`src/rtl/brres_pkg.sv`:
```
package brres_pkg;

  typedef enum logic [3:0] {
    BK_NONE = 4'd0,
    BK_EQ   = 4'd1,
    BK_NE   = 4'd2,
    BK_LT   = 4'd3,
    BK_GE   = 4'd4,
    BK_LTU  = 4'd5,
    BK_GEU  = 4'd6,
    BK_JAL  = 4'd7,
    BK_JALR = 4'd8
  } br_kind_e;

  // Decide taken from comparison flags; jumps are unconditional.
  function automatic logic cond_from_flags(input logic [3:0] kind,
                                           input logic eq,
                                           input logic lt_s,
                                           input logic lt_u);
    logic r;
    case (kind)
      BK_EQ:   r = eq;
      BK_NE:   r = !eq;
      BK_LT:   r = lt_s;
      BK_GE:   r = !lt_s;
      BK_LTU:  r = lt_u;
      BK_GEU:  r = !lt_u;
      BK_JAL:  r = 1'b1;
      BK_JALR: r = 1'b1;
      default: r = 1'b0;
    endcase
    return r;
  endfunction

  function automatic logic is_indirect(input logic [3:0] kind);
    return kind == BK_JALR;
  endfunction

endpackage

```
`src/rtl/br_compare.sv`:
```
module br_compare #(
  parameter int XLEN = 32
) (
  input  logic [3:0]      kind,
  input  logic [XLEN-1:0] a,
  input  logic [XLEN-1:0] b,
  output logic            cond_true,
  output logic            eq_flag,
  output logic            lts_flag,
  output logic            ltu_flag
);
  import brres_pkg::*;

  function automatic logic signed_less(input logic [XLEN-1:0] x,
                                       input logic [XLEN-1:0] y);
    return $signed(x) < $signed(y);
  endfunction

  function automatic logic unsigned_less(input logic [XLEN-1:0] x,
                                         input logic [XLEN-1:0] y);
    return x < y;
  endfunction

  always_comb begin
    eq_flag   = (a == b);
    lts_flag  = signed_less(a, b);
    ltu_flag  = unsigned_less(a, b);
    cond_true = cond_from_flags(kind, eq_flag, lts_flag, ltu_flag);
  end

endmodule

```
`src/rtl/br_target.sv`:
```
module br_target #(
  parameter int XLEN = 32
) (
  input  logic [3:0]      kind,
  input  logic [XLEN-1:0] pc,
  input  logic [XLEN-1:0] base_reg,
  input  logic [XLEN-1:0] imm,
  output logic [XLEN-1:0] target,
  output logic [XLEN-1:0] link
);
  import brres_pkg::*;

  localparam logic [XLEN-1:0] STEP = XLEN'(4);

  function automatic logic [XLEN-1:0] pc_rel(input logic [XLEN-1:0] p,
                                             input logic [XLEN-1:0] i);
    return p + i;
  endfunction

  function automatic logic [XLEN-1:0] reg_rel(input logic [XLEN-1:0] r,
                                              input logic [XLEN-1:0] i);
    logic [XLEN-1:0] s;
    s = r + i;
    s[0] = 1'b0;
    return s;
  endfunction

  always_comb begin
    target = is_indirect(kind) ? reg_rel(base_reg, imm) : pc_rel(pc, imm);
    link   = pc + STEP;
  end

endmodule

```
`src/rtl/ifid_reg.sv`:
```
module ifid_reg #(
  parameter int XLEN = 32,
  parameter int ILEN = 32,
  parameter logic [ILEN-1:0] NOP = 32'h0000_0013
) (
  input  logic            clk,
  input  logic            rst_n,
  input  logic            squash,
  input  logic            hold,
  input  logic [ILEN-1:0] in_instr,
  input  logic [XLEN-1:0] in_pc,
  output logic [ILEN-1:0] out_instr,
  output logic [XLEN-1:0] out_pc
);

  always_ff @(posedge clk) begin
    if (!rst_n || squash) begin
      out_instr <= NOP;
      out_pc    <= '0;
    end else if (!hold) begin
      out_instr <= in_instr;
      out_pc    <= in_pc;
    end
  end

endmodule

```
`src/rtl/branch_resolve_unit.sv`:
```
module branch_resolve_unit #(
  parameter int XLEN = 32,
  parameter int ILEN = 32,
  parameter logic [ILEN-1:0] NOP = 32'h0000_0013
) (
  input  logic            clk,
  input  logic            rst_n,
  input  logic            dec_valid,
  input  logic            dec_stall,
  input  logic [3:0]      br_kind,
  input  logic [XLEN-1:0] src_a,
  input  logic [XLEN-1:0] src_b,
  input  logic [XLEN-1:0] dec_pc,
  input  logic [XLEN-1:0] dec_imm,
  input  logic [ILEN-1:0] fetch_instr,
  input  logic [XLEN-1:0] fetch_pc,
  output logic            redirect,
  output logic [XLEN-1:0] target,
  output logic [XLEN-1:0] link,
  output logic            flush,
  output logic [ILEN-1:0] ifid_instr,
  output logic [XLEN-1:0] ifid_pc
);

  // Named internal events for the checker.
  logic cond_true;
  logic eq_flag, lts_flag, ltu_flag;
  logic resolve_en;
  logic taken;

  br_compare #(.XLEN(XLEN)) u_cmp (
    .kind      (br_kind),
    .a         (src_a),
    .b         (src_b),
    .cond_true (cond_true),
    .eq_flag   (eq_flag),
    .lts_flag  (lts_flag),
    .ltu_flag  (ltu_flag)
  );

  br_target #(.XLEN(XLEN)) u_tgt (
    .kind     (br_kind),
    .pc       (dec_pc),
    .base_reg (src_a),
    .imm      (dec_imm),
    .target   (target),
    .link     (link)
  );

  // Resolution waits while decode is interlocked.
  assign resolve_en = dec_valid && !dec_stall;
  assign taken      = resolve_en && cond_true;
  assign redirect   = taken;
  assign flush      = taken;

  ifid_reg #(.XLEN(XLEN), .ILEN(ILEN), .NOP(NOP)) u_ifid (
    .clk       (clk),
    .rst_n     (rst_n),
    .squash    (flush),
    .hold      (dec_stall),
    .in_instr  (fetch_instr),
    .in_pc     (fetch_pc),
    .out_instr (ifid_instr),
    .out_pc    (ifid_pc)
  );

endmodule

```
`config.mk`:
```
export PLATFORM = sky130hd
export DESIGN_NAME = branch_resolve_unit
export DESIGN_NICKNAME = d
export VERILOG_FILES = /design/src/rtl/brres_pkg.sv /design/src/rtl/br_compare.sv /design/src/rtl/br_target.sv /design/src/rtl/ifid_reg.sv /design/src/rtl/branch_resolve_unit.sv
export SDC_FILE = /design/constraint.sdc
export NUM_CORES = 1
export LEC_CHECK = 0
export ABC_AREA = 0
export BUFFER_PORTS_ARGS = -buffer_cell sky130_fd_sc_hd__buf_2
export CAP_MARGIN = 20
export CORE_AREA = 3 3 128 130
export DETAILED_ROUTE_END_ITERATION = 7
export DIE_AREA = 0 0 131 133
export PLACE_DENSITY = 0.85
export SETUP_SLACK_MARGIN = 0.5
export SLEW_MARGIN = 15
export SYNTH_ARGS = -nofsm -noshare
export SYNTH_HDL_FRONTEND = slang
export SYNTH_SLANG_ARGS = --single-unit
```
`constraint.sdc`:
```
create_clock -name clk -period 4.1 [get_ports clk]
set_input_delay 0.41 -clock clk [delete_from_list [all_inputs] [get_ports clk]]
set_output_delay 0.41 -clock clk [all_outputs]
set_load 0.05 [all_outputs]
```
==> results.md <==
* YS warnings at 0
* Commonest non-fill, non-tap cells in the layout: buf_2, nor2_1, ha_1
* Worst Hold Class: input pin to register
* Non-Filler Instances at 1453
* Final Hold Viols at 0
* Fin Setup TNS at 0 ns
* Inserted Clock Buffers at 9
* Max Slew Vio Count at 0
* GR Util All Layers at 26.0%
* Register area at 1280 um^2
* CTS sink cnt at 64
* Max-cap violations at 0
* # DRC at 0
* Drt pass-1 iters at 6
* Remaining antenna violation count after routing at 0
* Period utilization at 91.9%
* Die Wd at 131 um
* Post-DP HPWL at 20000 um
* Worst-margin pin slew at 1.04 ns
* Leak at 0.00507 uW
* Placer congestion estimate at 0.961
* Initial Utilization at 46.3%
* Seq cells post-synth at 64
* Crit-path max FO at 5
* Startpoint types: input pin
* Final #Nets at 1532
* # fillers at 1283
* Routed wire length at 25200 um
* Io pins at 330
* Share of cells above drive strength 1 at 37.5%
* CTS tree: done
* RSZ-0062 raised after global routing: yes
* Tmin final at 3.77 ns
* Register area share after synthesis at 18.1%
* Post-CTS Hold Buffers at 0
* Final setup viols at 0
* Run status: finished, final reports clean
* R2R depth at 2
* DR iter-0 viols at 468
* Vias in the first global route at 7353
* Die area at 17400 um^2
* Post-Synthesis Cells at 894
* Initial antenna violation count at 3
* Clk_lat worst skew at 0.32 ns
* CP Cell Sequence: buf_2, ha_1, o21a_1, o21ai_0, nand2b_1, nand2_1, nor3_1, a2111oi_4, o31ai_2, buf_4, buf_6, xor2_2, nand2_1, o21ai_2, buf_6
* Multi-input gate area at 5930 um^2
* First-pass GRT wire length at 36700 um
* Max Clk Rate at 0.266 GHz
* Clk slew on worst S/H paths at 0.05 ns
* Syn Area/Cell at 7.90 um^2
* WL per Instance at 17.3 um
* Net Count, Synth at 1190
* CP required at 3.69 ns
* Layout area overhead at 41.0%
* Routed via count at 8051
* Ys flop type: dfxtp_1
* H-tree depth at 3
* Port-buffer cells at 329
* Core area at 15300 um^2
* Crit-path max cell delay at 0.61 ns
* Commonest non-fill, non-tap cell in the layout: buf_2
* CP Capture Type: output port
* Fin Clk Skew at 0 ns
* Worst Hold Depth at 2
* Die height at 133 um
* Power Density at 320 nW/um^2
* GRT overflow at 0
* Placed insts at 1418
* Cell Rows at 45
* Largest net degree at the start of global routing at 65
* Post-synth EDFFs at 0
* CP arrival at 3.36 ns
* Slew Limit Headroom at 30.8%
* Root buf cell: clkbuf_16
* Library cells used by synthesis at 71
* Tot Pwr at 3190 uW
* Clock buffer depth at 2
* Ys async rst share at 0%
* Critical path class: input pin to output port
* Slowest CP cell: nor3_1
* Netlist Area Pre-Place at 7060 um^2
* Peak VDD IR at 0.333 mV
* Vias per cell at 5.54
layer usage:
layer	track usage [%]	vias to the layer above	routed length, um
li1	-	3877	-
met1	32.0	3728	9790
met2	45.8	380	12800
met3	4.68	62	1950
met4	7.03	4	651
met5	0	-	21
sequential cells by signal, summed over array words and instances (netlist names):
name	cells
u_ifid.out_instr	32
u_ifid.out_pc	32
stage by stage:
stage                     area [um^2]  setup WS, ns  util [%]  hold WS [ns]
after floorplan                  7120         0.362         -         0.482
after global placement           9000         0.188      59.0         0.468
after detailed placement         9000         0.143      59.0         0.473
after CTS                        9580         0.397      62.8         0.299
after global routing             9960         0.238      65.3         0.305
final                            9960         0.334      65.3         0.310
critical path, delay by kind of cell:
kind / cells / cell delay [ns]
adders and majority gates: 1 / 0.41
xor gates and xnor gates: 1 / 0.13
and+or+nand+nor: 4 / 0.92
buffers and inverters: 4 / 0.58
AOI/OAI and AO/OA: 5 / 0.88
cell type report:
class | instances | area share (%)
Inverter | 51 | 1.95
Antenna cell | 1 | 0.0251
Sequential cell | 64 | 12.9
Tap cell | 211 | 2.65
Clock inverter | 7 | 1.03
Timing Repair Buffer | 356 | 19.7
Clock buffer | 9 | 2.26
Multi-Input combinational cell | 754 | 59.6
kinds of logic (layout without fill, tap and decap cells):
group           Yosys count  in the layout  share of synthesized area (%)
mux                      70             70                           9.94
compound gates          213            213                           20.4
flops                    64             64                           18.1
fa+ha+maj                96             96                           17.2
simple gates            289            289                           19.3
buf+inv                  76            423                           4.31
other cells               0              1                              0
xor+xnor                 86             86                           10.7
power breakdown:
| part | switching (uW) | total (uW) | internal (uW) | leakage, uW |
|---|---|---|---|---|
| sequential | 20.3 | 682 | 662 | 0.000528 |
| clock | 289 | 827 | 538 | 0.000157 |
| combinational | 1080 | 1680 | 596 | 0.00438 |
| total | 1390 | 3190 | 1800 | 0.00507 |
repair_timing:
item,CTS,global route
buffers inserted,6,12
pin swaps,24,37
resized for setup,41,68
setup endpoints to repair,15,18
synthesized netlist by cell type (all sizes together) (9+ instances only):
| master | number | area, um^2 |
|---|---|---|
| o21ai | 37 | 189 |
| clkbuf | 16 | 60.1 |
| xnor2 | 47 | 412 |
| nand2 | 71 | 267 |
| nor2 | 107 | 402 |
| inv | 51 | 191 |
| a21o | 28 | 210 |
| nand3 | 19 | 95.1 |
| o31ai | 9 | 72.6 |
| a211oi | 9 | 80.1 |
| dfxtp | 64 | 1280 |
| a21oi | 70 | 358 |
| ha | 94 | 1180 |
| buf | 9 | 52.6 |
| and3 | 14 | 90.1 |
| xor2 | 39 | 342 |
| nor3 | 11 | 55.1 |
| nand4 | 17 | 106 |
| nor2b | 16 | 100 |
| mux2i | 69 | 691 |
worst paths after layout:
check                                          from                   to  slack, ns
worst max-delay path                     dec_pc[10]           target[27]       0.33
worst min-delay path                          rst_n  u_ifid.out_instr[1]       0.31
worst max register to register  u_ifid.out_instr[0]  u_ifid.out_instr[0]       3.43
worst min register to register  u_ifid.out_instr[1]  u_ifid.out_instr[1]       0.49
Note: power is estimated with default switching activity, not from simulation.
